===== src/rtl/irqarb_pkg.sv =====
package irqarb_pkg;
  localparam int LVL_W   = 4;
  localparam int NUM_LVL = 1 << LVL_W;
  localparam int NMI_LVL = NUM_LVL - 1;
  typedef logic [LVL_W-1:0] lvl_t;
endpackage


===== src/rtl/irqarb_sync.sv =====
module irqarb_sync #(
  parameter int W      = 8,
  parameter int STAGES = 2
) (
  input  logic         clk,
  input  logic         rst_n,
  input  logic [W-1:0] d,
  output logic [W-1:0] q
);
  logic [STAGES-1:0][W-1:0] stg;

  always_ff @(posedge clk) begin
    if (!rst_n) begin
      stg <= '0;
    end else begin
      stg[0] <= d;
      for (int s = 1; s < STAGES; s++) stg[s] <= stg[s-1];
    end
  end

  assign q = stg[STAGES-1];
endmodule


===== src/rtl/irqarb_ext.sv =====
module irqarb_ext
  import irqarb_pkg::*;
#(
  parameter int SRC = 16
) (
  input  logic                     clk,
  input  logic                     rst_n,
  input  logic [SRC-1:0]           req_sync,
  input  logic                     clr,
  input  lvl_t                     base,
  output logic [NUM_LVL-1:1]       lvl_vec,
  output logic [$clog2(SRC):0]     id,
  output logic                     any
);
  localparam int IDX_W = $clog2(SRC);

  logic [SRC-1:0]   pend;
  logic [SRC-1:0]   clr_hit;
  logic [IDX_W-1:0] top_idx;
  logic             base_ok;

  // highest-numbered pending bit
  always_comb begin
    top_idx = '0;
    for (int i = 0; i < SRC; i++) begin
      if (pend[i]) top_idx = IDX_W'(i);
    end
  end

  assign any     = |pend;
  assign id      = any ? {1'b1, top_idx} : '0;
  assign clr_hit = (clr && any) ? (SRC'(1) << top_idx) : '0;
  assign base_ok = (base != lvl_t'(0)) && (base != lvl_t'(NMI_LVL));

  always_ff @(posedge clk) begin
    if (!rst_n) begin
      pend <= '0;
    end else begin
      for (int i = 0; i < SRC; i++) begin
        if (clr_hit[i]) pend[i] <= 1'b0;
        else if (req_sync[i]) pend[i] <= 1'b1;
      end
    end
  end

  always_comb begin
    lvl_vec = '0;
    for (int i = 1; i < NUM_LVL; i++) begin
      lvl_vec[i] = any && base_ok && (base == lvl_t'(i));
    end
  end


  clr_single_chk: assert property (@(posedge clk) disable iff (!rst_n)
    $onehot0(clr_hit));

  for (genvar g = 0; g < SRC; g++) begin : g_pend_chk

    pend_rise_chk: assert property (@(posedge clk) disable iff (!rst_n)
      $rose(pend[g]) |-> $past(req_sync[g]));

    pend_clr_chk: assert property (@(posedge clk) disable iff (!rst_n)
      clr_hit[g] |=> !pend[g]);
  end
endmodule


===== src/rtl/irqarb_pick.sv =====
module irqarb_pick
  import irqarb_pkg::*;
(
  input  logic               clk,
  input  logic               rst_n,
  input  logic [NUM_LVL-1:1] req_vec,
  input  lvl_t               mask,
  input  logic               trap_en,
  output logic               take,
  output lvl_t               lvl
);
  logic [NUM_LVL-1:1] elig;
  lvl_t               sel;

  always_comb begin
    elig = '0;
    sel  = '0;
    for (int i = 1; i < NUM_LVL; i++) begin
      elig[i] = req_vec[i] && trap_en &&
                ((lvl_t'(i) > mask) || (i == NMI_LVL));
      if (elig[i]) sel = lvl_t'(i);
    end
  end

  always_ff @(posedge clk) begin
    if (!rst_n) begin
      take <= 1'b0;
      lvl  <= '0;
    end else begin
      take <= |elig;
      lvl  <= sel;
    end
  end


  en_gate_chk: assert property (@(posedge clk) disable iff (!rst_n)
    take |-> $past(trap_en));

  above_mask_chk: assert property (@(posedge clk) disable iff (!rst_n)
    (take && lvl != lvl_t'(NMI_LVL)) |-> (lvl > $past(mask)));

  nmi_pass_chk: assert property (@(posedge clk) disable iff (!rst_n)
    ($past(trap_en) && $past(req_vec[NMI_LVL]) && $past(rst_n))
      |-> (take && lvl == lvl_t'(NMI_LVL)));
endmodule


===== src/rtl/irqarb_top.sv =====
module irqarb_top
  import irqarb_pkg::*;
#(
  parameter int EXT_EN   = 1,
  parameter int EXT_SRC  = 16,
  parameter int SYNC_STG = 2
) (
  input  logic                      clk,
  input  logic                      rst_n,
  input  logic [NUM_LVL-1:1]        irq_req,
  input  logic [LVL_W-1:0]          pil_mask,
  input  logic                      trap_en,
  input  logic [EXT_SRC-1:0]        ext_req,
  input  logic [LVL_W-1:0]          ext_base,
  input  logic                      ext_clr,
  output logic                      take_irq,
  output logic [LVL_W-1:0]          take_lvl,
  output logic [$clog2(EXT_SRC):0]  ext_id,
  output logic                      ext_any
);
  localparam int ID_W = $clog2(EXT_SRC) + 1;

  logic [NUM_LVL-1:1] irq_s;
  logic [NUM_LVL-1:1] ext_vec;
  logic [NUM_LVL-1:1] all_vec;

  irqarb_sync #(.W(NUM_LVL-1), .STAGES(SYNC_STG)) u_sync_lvl (
    .clk(clk), .rst_n(rst_n), .d(irq_req), .q(irq_s)
  );

  if (EXT_EN != 0) begin : g_ext
    logic [EXT_SRC-1:0] ext_s;

    irqarb_sync #(.W(EXT_SRC), .STAGES(SYNC_STG)) u_sync_ext (
      .clk(clk), .rst_n(rst_n), .d(ext_req), .q(ext_s)
    );

    irqarb_ext #(.SRC(EXT_SRC)) u_ext (
      .clk(clk), .rst_n(rst_n), .req_sync(ext_s), .clr(ext_clr),
      .base(ext_base), .lvl_vec(ext_vec), .id(ext_id), .any(ext_any)
    );
  end else begin : g_noext
    assign ext_vec = '0;
    assign ext_id  = ID_W'(0);
    assign ext_any = 1'b0;
  end

  assign all_vec = irq_s | ext_vec;

  irqarb_pick u_pick (
    .clk(clk), .rst_n(rst_n), .req_vec(all_vec), .mask(pil_mask),
    .trap_en(trap_en), .take(take_irq), .lvl(take_lvl)
  );
endmodule


===== config.mk =====
export PLATFORM = sky130hd
export DESIGN_NAME = irqarb_top
export DESIGN_NICKNAME = d
export VERILOG_FILES = /design/src/rtl/irqarb_pkg.sv /design/src/rtl/irqarb_sync.sv /design/src/rtl/irqarb_ext.sv /design/src/rtl/irqarb_pick.sv /design/src/rtl/irqarb_top.sv
export SDC_FILE = /design/constraint.sdc
export NUM_CORES = 1
export LEC_CHECK = 0
export ABC_AREA = 1
export BUFFER_PORTS_ARGS = -buffer_cell sky130_fd_sc_hd__buf_2
export CORE_MARGIN = 4
export CORE_UTILIZATION = 50
export CTS_BUF_LIST = sky130_fd_sc_hd__clkbuf_16
export CTS_CLUSTER_SIZE = 25
export DETAILED_ROUTE_END_ITERATION = 8
export PLACE_DENSITY = 0.71
export SLEW_MARGIN = 20
export SYNTH_ARGS = -nofsm -noshare
export SYNTH_HDL_FRONTEND = slang
export SYNTH_HIERARCHICAL = 1
export SYNTH_SLANG_ARGS = --single-unit
export TNS_END_PERCENT = 10

===== constraint.sdc =====
create_clock -name clk -period 2.2 [get_ports clk]
set_clock_uncertainty 0.1 [all_clocks]
set_input_delay 0.44 -clock clk [delete_from_list [all_inputs] [get_ports clk]]
set_output_delay 0.44 -clock clk [all_outputs]
set_load 0.03 [all_outputs]

* Word-level counts from Yosys, hierarchy flattened
Cells that the tools add are included.
Cells by class: add/subtract/negate cells 0, $mul 0, div/mod/pow operators 0, magnitude comparators 14, equality and inequality tests 16, shift operators 1, mux-type cells 32, bitwise logic cells 2, reductions and logical operators 66
Operator list (number):
- 2-to-1 mux 4 bit | 22
- logical AND 1 bit | 47
- == test 4 bit (second input constant) | 8
- OR reduction 2 bit | 16
- greater-than comparator 4 bit (first input constant) | 7
- == test 4 x 3 -> 1 bit (second input constant) | 4
- greater-than comparator 3 x 4 -> 1 bit (first input constant) | 4
- 2-to-1 mux 16 bit | 1
- OR reduction 16 bit | 1
- << shifter 1 x 4 -> 16 bit (first input constant) | 1
- bitwise OR 15 bit | 1
- OR reduction 15 bit | 1
- 2-to-1 mux 3 bit | 4
- == test 4 x 2 -> 1 bit (second input constant) | 2
- greater-than comparator 2 x 4 -> 1 bit (first input constant) | 2
- 2-to-1 mux 5 bit | 1
- == test 4 x 1 -> 1 bit (second input constant) | 1
- greater-than comparator 1 x 4 -> 1 bit (first input constant) | 1
- 2-to-1 mux 2 bit | 2
- != test 4 bit (second input constant) | 1
- nonzero test 4 bit | 1
- 2-to-1 mux 1 bit | 2
- NOT 1 bit | 1
Storage, ports and cells: register bits 83, latch bits 0, bits in writable memories 0, ROM bits 0, output and inout bits 11, memories 0

* Longest topological paths before layout
Gate-level depths: netlist of run 1.
depth after elaboration 22, mapped depth 27

* Cells and area by module
Netlist of run 1, hierarchy kept.
By module, submodules not included:
- irqarb_sync (g_ext.u_sync_ext) | instances 1, cells an instance 115, area each 1034.7 um^2, seq. area each 640.6 um^2
- irqarb_ext | instances 1, cells an instance 162, area each 997.2 um^2, seq. area each 320.3 um^2
- irqarb_sync (u_sync_lvl) | instances 1, cells an instance 108, area each 972.2 um^2, seq. area each 600.6 um^2
- irqarb_pick | instances 1, cells an instance 75, area each 464.2 um^2, seq. area each 100.1 um^2
- irqarb_top | instances 1, cells an instance 45, area each 168.9 um^2, seq. area each 0.0 um^2

* Worst setup path before layout of run 1
No wires, ideal clock.
kind register -> register, from register g_ext.u_ext.pend[15], to register u_pick.lvl[0], data arrival time 2.073 ns, path slack -0.039 ns, stages on the path, launching flop included 28, buffers on the path 0, cells stage by stage dfxtp_1 -> inv_2 -> nand2_2 -> nor3_4 -> inv_2 -> nor2_4 -> nand3_4 -> nand2_1 -> nor2_1 -> inv_1 -> nand2_1 -> nand2_1 -> inv_1 -> nand3_1 -> nand3_1 -> nand2_1 -> nand2_1 -> nand2_1 -> nand2_1 -> nand2_1 -> nand2_1 -> nand2_1 -> nand2_1 -> nand2_1 -> nand2_1 -> nand2_1 -> nand2_1 -> a21oi_2
Between the ends: elaborated cells on any way between the ends 62, classes of those cells mux: 15; bitwise: 1; reduce/logical: 46
RTL lines:
- from (decl) | line irqarb_ext.sv:17 | logic [SRC-1:0] pend;
- from (signal assigned) | line irqarb_ext.sv:37 | pend <= '0;
- from (signal, indexed assignment) | line irqarb_ext.sv:40 | if (clr_hit[i]) pend[i] <= 1'b0;
- from (signal, indexed assignment) | line irqarb_ext.sv:41 | else if (req_sync[i]) pend[i] <= 1'b1;
- OR reduction 16 bit | line irqarb_ext.sv:30 | assign any = |pend;
- net ext_any | line irqarb_top.sv:19 | output logic ext_any
- logical AND 1 bit (2 in series) | line irqarb_ext.sv:49 | lvl_vec[i] = any && base_ok && (base == lvl_t'(i));
- net ext_vec (one bit) | line irqarb_top.sv:24 | logic [NUM_LVL-1:1] ext_vec;
- bitwise OR 15 bit | line irqarb_top.sv:48 | assign all_vec = irq_s | ext_vec;
- net all_vec (one bit) | line irqarb_top.sv:25 | logic [NUM_LVL-1:1] all_vec;
- logical AND 1 bit (2 in series) | line irqarb_pick.sv:19 | elig[i] = req_vec[i] && trap_en &&
- 2-to-1 mux 4 bit (14 in series) | line irqarb_pick.sv:21 | if (elig[i]) sel = lvl_t'(i);
- to (signal assigned) | line irqarb_pick.sv:31 | lvl <= sel;
- to (decl) | line irqarb_pick.sv:10 | output lvl_t lvl
The timed path passes the listed nets, and every way through them passes these cells. A chain may end at the register's enable or synchronous reset.

* Worst setup path in the final report of run 1
from register g_ext.u_ext.pend[15], to register u_pick.lvl[0]
Between the ends: elaborated cells on any way between the ends 62, classes of those cells mux: 15; bitwise: 1; reduce/logical: 46
RTL lines (line):
- OR reduction 16 bit | irqarb_ext.sv:30
- logical AND 1 bit (2 in series) | irqarb_ext.sv:49
- net ext_vec (one bit) | irqarb_top.sv:24
- bitwise OR 15 bit | irqarb_top.sv:48
- net all_vec (one bit) | irqarb_top.sv:25
- logical AND 1 bit (2 in series) | irqarb_pick.sv:19
- 2-to-1 mux 4 bit (14 in series) | irqarb_pick.sv:21
The timed path passes the listed nets, and every way through them passes these cells.

==> results of run 1 <==
## final cells by class
class | count | area (um2) | share of cell area, %
clock inverter | 7 | 98.8 | 2.38
inverter | 138 | 518 | 12.5
tap | 96 | 120 | 2.90
timing repair buffer | 66 | 369 | 8.90
multi-input combinational | 243 | 1150 | 27.8
sequential | 83 | 1660 | 40.1
clock buffer | 9 | 225 | 5.43
## per-layer routing
layer,vias to the layer above,part of all wire [%]
met4,0,1.4
li1,1511,-
met2,56,44
met3,9,5.6
met1,1117,49
met5,-,0
## worst max path at each step
| stage | endpoint | start | cells after the start |
|---|---|---|---|
| final | u_pick/lvl[0] | g_ext.u_ext/pend[15] | 27 |
| after CTS | u_pick/lvl[0] | g_ext.u_ext/pend[15] | 27 |
| after global placement | u_pick/lvl[0] | g_ext.u_ext/pend[15] | 27 |
| after detailed placement | u_pick/lvl[0] | g_ext.u_ext/pend[14] | 27 |
| after global routing | u_pick/lvl[0] | g_ext.u_ext/pend[14] | 27 |
| after floorplan | u_pick/lvl[0] | g_ext.u_ext/pend[15] | 27 |
## worst register-to-register path: stages (launching register included)
cell	delay [ns]
dfxtp_2	0.33
inv_2	0.06
nand2_2	0.07
nor3_4	0.16
inv_2	0.06
nor2_4	0.11
nand3_4	0.10
nand2_2	0.10
nor2_1	0.04
inv_1	0.05
nand2_1	0.04
nand2_1	0.06
inv_1	0.04
nand3_2	0.07
nand3_2	0.06
nand2_1	0.06
nand2_1	0.05
nand2_1	0.05
nand2_1	0.05
nand2_1	0.06
nand2_1	0.05
nand2_1	0.05
nand2_1	0.05
nand2_1	0.06
nand2_1	0.04
nand2_1	0.05
nand2_1	0.06
a21oi_2	0.11
## timing repair
item | CTS | global route
gates cloned | 0 | 0
buffers inserted | 1 | 0
endpoints found under the setup margin | 2 | 8
resized for setup | 10 | 2
pin swaps | 1 | 2
## cell families after synthesis
group	share of synthesized area (%)
and+or+nand+nor	24.4
AOI/OAI and AO/OA	6.47
buffers and inverters	23.4
other	0.103
DFF	45.7
## per-stage QoR
step | util [%] | total power, mW | setup TNS (ns) | setup WS (ns)
6_report | 59.7 | 3.75 | -0.0271 | -0.0271
5_1_grt | 59.7 | 3.92 | -1.11 | -0.309
4_1_cts | 59.7 | 3.79 | -0.0261 | -0.0169
3_5_place_dp | 54.5 | 2.18 | -0.0254 | -0.0254
3_3_place_gp | 54.5 | 2.17 | 0 | 0.0256
2_1_floorplan | - | 2.04 | -0.0233 | -0.0233
## state kept, by name, summed over array words and instances, names as in the netlist
register	flops
u_sync_lvl/stg	15
u_pick/take	1
g_ext.u_sync_ext/q	16
u_sync_lvl/q	15
g_ext.u_sync_ext/stg	16
u_pick/lvl	4
g_ext.u_ext/pend	16
## synthesized netlist by cell type (all sizes together)
library cell	number
nand2	134
o311a	1
o21bai	1
a21oi	5
inv	138
nand4	10
nand3	9
nor3	6
a31oi	3
conb	1
dfxtp	83
o211ai	11
nor2	49
or2	1
buf	41
a41oi	1
o21ai	11
## power by group
group	switching (mW)	total, mW	internal (mW)
clock	0.582	1.58	1.00
sequential	0.0275	1.61	1.58
combinational	0.363	0.559	0.197
total	0.972	3.75	2.78
==> flow_metrics.tcl, run 1 <==
set metrics [dict create \
    rsz0062_at_grt "true" \
    drive_gt1_share_pct 20.3 \
    grt.met1_usage_pct 19.8 \
    ys_types 29 \
    synth_top_area_share_pct 45.7 \
    wl_per_cell_um 9.85 \
    hold_start "irq_req[14]" \
    r2r_end "u_pick/lvl[0]" \
    grt_pass1_vias 2589 \
    die_h_um 93.3 \
    clk_latency_ns 0.33 \
    fin_crit_sh_pct 101 \
    finalSetupViolations 1 \
    crit_fanout 3 \
    drt-initial-drc-count 131 \
    htreeDepth 3 \
    clock_path_buffers 2 \
    floorplan.initialDensity_pct 52.4 \
    critical_path_buf_inv_count 4 \
    antenna_left 0 \
    drc 0 \
    synth_seq_area_share_pct 45.7 \
    cpLargestDelayFamily "simple AND/OR/NAND/NOR gates" \
    core-area_mm2 0.00694 \
    whs_ns 0.186 \
    cts_hold_buf 0 \
    pin_count 54 \
    max_cap_viol_count 0 \
    busiest_layer "met2" \
    powerDensity_mw_per_mm2 905 \
    grt_use_met2_pct 24.5 \
    hpwl_um 4820 \
    io_buffers 53 \
    holdPathEnd "u_sync_lvl/stg[13]" \
    crit_required_ns 2.37 \
    area_growth_pct 14.1 \
    hold_depth 3 \
    max_freq_mhz 449 \
    antenna_found_initial 0 \
    worst-r2r-setup-slack_ns -0.03 \
    cts_tree "yes" \
    drv_slew 0 \
    critPathLaunchType "register" \
    grt_usage_pct 15.5 \
    drt_wl_total_um 6320 \
    use_met3_pct 4.42 \
    vias 2693 \
    cts_made_buffers 9 \
    fin_cells 642 \
    drt_first_pass_iters 4 \
    worst_path_most_repeated_cell "nand2_1" \
    max_stage_delay_ns 0.33 \
    clock-sinks 83 \
    layout_common_cells "inv_1, nand2_1, dfxtp_1" \
    diodes 0 \
    synth_warnings 6 \
    arrival_ns 2.40 \
    period_needed_ns 2.23 \
    postLayoutCellArea_mm2 0.00415 \
    reg2reg_depth 27 \
    dp_cells 625 \
    grt_start_max_net_pins 34 \
    root_buffer "clkbuf_16" \
    yosysTopAreaCell "dfxtp_1" \
    crit_path_end_kind "register" \
    n_fill_cell 624 \
    synth_area_leaders "dfxtp_1, inv_1, nand2_1" \
    worst_slack_ns -0.0271 \
    grt_first_pass_wirelength_um 10700 \
    finalHoldViolCount 0 \
    gp_congestion 0.886 \
    p_leak_nw 2.47 \
    synth_fp_nets 548 \
    die-area_mm2 0.00870 \
    fp.dieW_um 93.3 \
    peakVddDrop_mv 0.478 \
    layout.nets 584 \
    rows 30 \
    syn_area_mm2 0.00364 \
    crit_type "reg -> reg" \
    layout_commonest_cell "inv_1" \
    hp-class "in -> reg" \
    avgSynthCellArea_um2 7.20 \
    failed_checks "negative setup slack" \
    status "finished, violations left" \
    clk_pin_slew_ns 0.06 \
    dpl-instance-area_mm2 0.00378 \
    crit_slowest_cell "dfxtp_2" \
    reg2reg_from "g_ext.u_ext/pend[15]" \
    ys_ff_latch 83 \
    syn_inst 505 \
    vias_per_cell 4.19 \
    grt_remaining_overflow 0 \
]
Note: power is estimated with default switching activity, not from simulation.
==> inputs of run 2 (changes only) <==
CORE_ASPECT_RATIO = 0.6   (was unset)
==> run 2 against run 1 <==
Effect of this change: non-clock buffer count rose by 3; largest power group unchanged; via count rose by 3.4%; global-route usage rose by 1.4 points; register-to-register slack improved by 0.03 ns; core utilization rose by 1.2 points; routed wire length rose by 8.9%; sequential cell count did not move; worst hold slack got worse by 0.0051 ns; the run still ends with negative setup slack left; critical path type is now reg -> out; first-iteration DRC count rose by 23%; clock power fell by 6%.
==> flow_metrics.tcl, run 2 (same netlist as run 1, synthesis figures left out) <==
set metrics [dict create \
    cts_made_buffers 9 \
    core-area_mm2 0.00688 \
    busiest_layer "met2" \
    drv_slew 0 \
    hp-class "in -> reg" \
    root_buffer "clkbuf_16" \
    drc 0 \
    n_fill_cell 619 \
    grt_usage_pct 16.9 \
    drt-initial-drc-count 161 \
    gp_congestion 0.870 \
    fin_cells 636 \
    worst_slack_ns -0.0359 \
    rows 23 \
    critPathLaunchType "register" \
    grt_use_met2_pct 24.2 \
    drt_wl_total_um 6880 \
    finalSetupViolations 1 \
    layout.nets 587 \
    die-area_mm2 0.00875 \
    cts_hold_buf 0 \
    clk_latency_ns 0.33 \
    grt_remaining_overflow 0 \
    diodes 0 \
    max_cap_viol_count 0 \
    period_needed_ns 2.24 \
    worstSetupStartpoint "g_ext.u_ext/pend[2]" \
    floorplan.initialDensity_pct 52.9 \
    vias_per_cell 4.38 \
    clock-sinks 83 \
    grt.met1_usage_pct 23.3 \
    crit_path_end_kind "output port" \
    failed_checks "negative setup slack" \
    fp.dieW_um 118 \
    crit_required_ns 1.66 \
    tns_ns -0.0359 \
    grt_pass1_vias 2567 \
    wl_per_cell_um 10.8 \
    peakVddDrop_mv 0.490 \
    cts_tree "yes" \
    drt_first_pass_iters 5 \
    dp_cells 614 \
    vias 2784 \
    grt_first_pass_wirelength_um 11600 \
    layout_common_cells "inv_1, nand2_1, dfxtp_1" \
    reg2reg_from "g_ext.u_ext/pend[15]" \
    htreeDepth 3 \
    crit_type "reg -> out" \
    die_h_um 74.1 \
    status "finished, violations left" \
    max_freq_mhz 447 \
    crit_fanout 4 \
    fin_crit_sh_pct 102 \
    p_leak_nw 2.48 \
    layout_commonest_cell "inv_1" \
    antenna_found_initial 0 \
    rsz0062_at_grt "true" \
    area_growth_pct 15.3 \
    pin_count 54 \
    grt_start_max_net_pins 44 \
    antenna_left 0 \
    arrival_ns 1.70 \
    drive_gt1_share_pct 22.8 \
    hold_start "ext_req[5]" \
    clock_path_buffers 2 \
    finalHoldViolCount 0 \
    clk_pin_slew_ns 0.06 \
    io_buffers 53 \
    use_met3_pct 6.46 \
    hpwl_um 5040 \
    powerDensity_mw_per_mm2 884 \
]
## run 2: cell types whose count changed in the layout (fill, tap and decap cells not counted), sizes merged
cell      previous run  this run
buf                 66        69
clkinvlp             0         1
clkinv               3         2
inv                140       141
bufinv               2         1
## run 2: area by class of cell
type | instances | area, um2 | area share (%)
inverter | 138 | 518 | 12.4
tap | 87 | 109 | 2.60
timing repair buffer | 69 | 407 | 9.70
sequential | 83 | 1670 | 39.7
clock buffer | 9 | 225 | 5.37
clock inverter | 7 | 76.3 | 1.82
multi-input combinational | 243 | 1190 | 28.4
## run 2: where the power goes
part	internal, mW	switching (mW)	leakage, nW	total, mW
Sequential	1.58	0.0312	0.687	1.62
Clock	0.886	0.605	0.148	1.49
Combinational	0.221	0.380	1.65	0.601
Total	2.69	1.02	2.48	3.71
## run 2: repair_timing
| action | 4_1_cts | 5_1_grt |
|---|---|---|
| setup endpoints to repair | 3 | 11 |
| resized for setup | 12 | 16 |
| setup buffers | 4 | 2 |
| pin swaps | 5 | 10 |
## run 2: through the flow
step / hold WS, ns / cell area (um2) / utilization, % / power [mW] / setup slack [ns]
after floorplan: 0.290 / 3640 / - / 2.04 / -0.0233
after global placement: 0.295 / 3770 / 54.8 / 2.18 / -0.0277
after detailed placement: 0.295 / 3770 / 54.8 / 2.19 / -0.0763
after CTS: 0.169 / 4130 / 60.0 / 3.71 / -0.0402
after global routing: 0.168 / 4190 / 61.0 / 3.89 / -0.256
final: 0.181 / 4190 / 61.0 / 3.71 / -0.0359
## run 2: worst paths after layout
path,endpoint,slack [ns],cells past startpoint
worst max-delay path,ext_id[0],-0.04,16
worst min-delay path,g_ext.u_sync_ext/stg[5],0.18,3
worst max register to register,u_pick/lvl[0],0,27
worst min register to register,u_sync_lvl/q[4],0.31,2
## run 2: critical path: stages, from the launching register on
cell	delay [ns]
dfxtp_1	0.31
inv_1	0.07
nand2_1	0.05
nand2_1	0.05
nand2_1	0.04
nand2_1	0.05
nand2_1	0.05
nand2_2	0.08
nand2_1	0.05
nand2_1	0.05
nand2_1	0.04
nand2_1	0.05
nand2_1	0.04
nand2_1	0.07
nand2_1	0.09
nand2_2	0.11
buf_6	0.14
## run 2: per-layer routing
layer | routed length (um) | share of wire [%] | vias to the layer above
met3 | 646 | 9.4 | 4
met1 | 3510 | 51 | 1173
met2 | 2660 | 39 | 96
met4 | 68 | 0.99 | 0
met5 | 0 | 0 | -
li1 | - | - | 1511
==> inputs of run 3 (changes only) <==
CTS_BUF_LIST = unset   (was sky130_fd_sc_hd__clkbuf_16)
==> run 3 against run 2 <==
Effect of this change: core utilization unchanged; critical path depth stayed put; via count hardly changed; cell count is the same; sequential power barely moved; final area did not move; routed wire length about the same; maximum frequency hardly changed; power grew 0.13%; critical endpoint unchanged; the run still ends with negative setup slack left; register-to-register slack about the same.
==> flow_metrics.tcl, run 3 (same netlist as run 1, synthesis figures left out) <==
set metrics [dict create \
    layout_common_cells "inv_1, nand2_1, dfxtp_1" \
    hp-class "in -> reg" \
    clk_latency_ns 0.33 \
    tns_ns -0.0350 \
    vias_per_cell 4.38 \
    cts_made_buffers 9 \
    drc 0 \
    drive_gt1_share_pct 22.8 \
    finalSetupViolations 1 \
    worst_slack_ns -0.0350 \
    pin_count 54 \
    worstSetupStartpoint "g_ext.u_ext/pend[2]" \
    die-area_mm2 0.00875 \
    fin_crit_sh_pct 102 \
    floorplan.initialDensity_pct 52.9 \
    core-area_mm2 0.00688 \
    die_h_um 74.1 \
    reg2reg_from "g_ext.u_ext/pend[15]" \
    grt_start_max_net_pins 44 \
    critPathLaunchType "register" \
    total_power_mw 3.71 \
    crit_path_end "ext_id[0]" \
    grt_usage_pct 17.0 \
    finalHoldViolCount 0 \
    rows 23 \
    status "finished, violations left" \
    vias 2785 \
    io_buffers 53 \
    peakVddDrop_mv 0.490 \
    worst-r2r-setup-slack_ns 0 \
    hpwl_um 5040 \
    htreeDepth 3 \
    clock_path_buffers 2 \
    arrival_ns 1.69 \
    diodes 0 \
    cts_tree "yes" \
    hold_start "ext_req[5]" \
    intPower_mw 2.70 \
    clock-sinks 83 \
    root_buffer "clkbuf_16" \
    fp.dieW_um 118 \
    seq_power_share_pct 43.5 \
    p_leak_nw 2.48 \
    powerDensity_mw_per_mm2 885 \
    netSwitchingFraction_pct 27.4 \
    reg2reg_depth 27 \
    clk_pin_slew_ns 0.06 \
    crit_required_ns 1.66 \
    max_cap_viol_count 0 \
    layout.nets 587 \
    gp_congestion 0.870 \
    p_switching_mw 1.02 \
    comb_power_share_pct 16.2 \
    drv_slew 0 \
    drt_first_pass_iters 4 \
    failed_checks "negative setup slack" \
    max_freq_mhz 447 \
    crit_path_end_kind "output port" \
    post-place-ws_ns -0.0763 \
    drt_wl_total_um 6880 \
    whs_ns 0.180 \
    grt_pass1_vias 2568 \
    layout_commonest_cell "inv_1" \
    grt_first_pass_wirelength_um 11600 \
    crit_type "reg -> out" \
    antenna_left 0 \
    period_needed_ns 2.23 \
    drt-initial-drc-count 160 \
    wl_per_cell_um 10.8 \
    rsz0062_at_grt "true" \
    n_fill_cell 619 \
    clkPwrFrac_pct 40.3 \
    antenna_found_initial 0 \
    grt_remaining_overflow 0 \
    r2r_end "u_pick/lvl[0]" \
    area_growth_pct 15.3 \
    crit_fanout 4 \
]
==> run 3: cell count changes in the layout (fill, tap and decap cells not counted), sizes merged <==
cell	delta
inv	-1
clkbuf	+1
==> run 3: power groups by stage <==
stage	clock (mW)	combinational (mW)	sequential (mW)
2_1_floorplan	0	0.385	1.66
3_3_place_gp	0	0.537	1.64
3_5_place_dp	0	0.540	1.65
4_1_cts	1.53	0.570	1.61
5_1_grt	1.60	0.668	1.62
6_report	1.50	0.601	1.62
==> run 3: how the worst min path moves through the flow <==
stage / end / slack [ns] / cells past startpoint
floorplan: g_ext.u_sync_ext/q[0] / 0.29 / 2
global placement: g_ext.u_sync_ext/q[2] / 0.29 / 2
detailed placement: u_sync_lvl/q[2] / 0.30 / 2
CTS: u_sync_lvl/stg[2] / 0.17 / 3
global route: u_sync_lvl/stg[13] / 0.17 / 3
finish: g_ext.u_sync_ext/stg[5] / 0.18 / 3
==> run 3: worst max-delay path: stages, from the launching register on <==
cell	delay (ns)
dfxtp_1	0.31
inv_1	0.07
nand2_1	0.05
nand2_1	0.05
nand2_1	0.04
nand2_1	0.05
nand2_1	0.05
nand2_2	0.07
nand2_1	0.05
nand2_1	0.05
nand2_1	0.04
nand2_1	0.05
nand2_1	0.04
nand2_1	0.07
nand2_1	0.09
nand2_2	0.11
buf_6	0.14
==> run 3: metrics by stage <==
step | instances | cell area (um2) | utilization (%)
final | 636 | 4190 | 61.0
after global routing | 636 | 4190 | 61.0
after detailed placement | 614 | 3770 | 54.8
after CTS | 634 | 4130 | 60.0
after global placement | 614 | 3770 | 54.8
after floorplan | 505 | 3640 | -
==> run 3: layer usage <==
layer	share of wire, %	vias up	global-route usage, %
met5	0	-	0
li1	-	1511	-
met3	8.8	4	6.46
met2	39	95	24.2
met4	0.99	0	6.36
met1	52	1175	23.4
==> run 3: area by class of cell <==
cell class	instances	area, um2	share of cell area (%)
flip-flops and latches	83	1670	39.7
multi-input cells	243	1190	28.4
inverters	138	518	12.4
repair buffers	69	407	9.70
clock buffers	10	229	5.46
well taps	87	109	2.60
clock inverters	6	72.6	1.73
==> run 3: timing repair <==
item,4_1_cts,5_1_grt
endpoints found under the setup margin,3,11
hold buffers,0,0
setup buffers,4,2
gates resized for setup,12,16
pin swaps,5,10
cloned,0,0
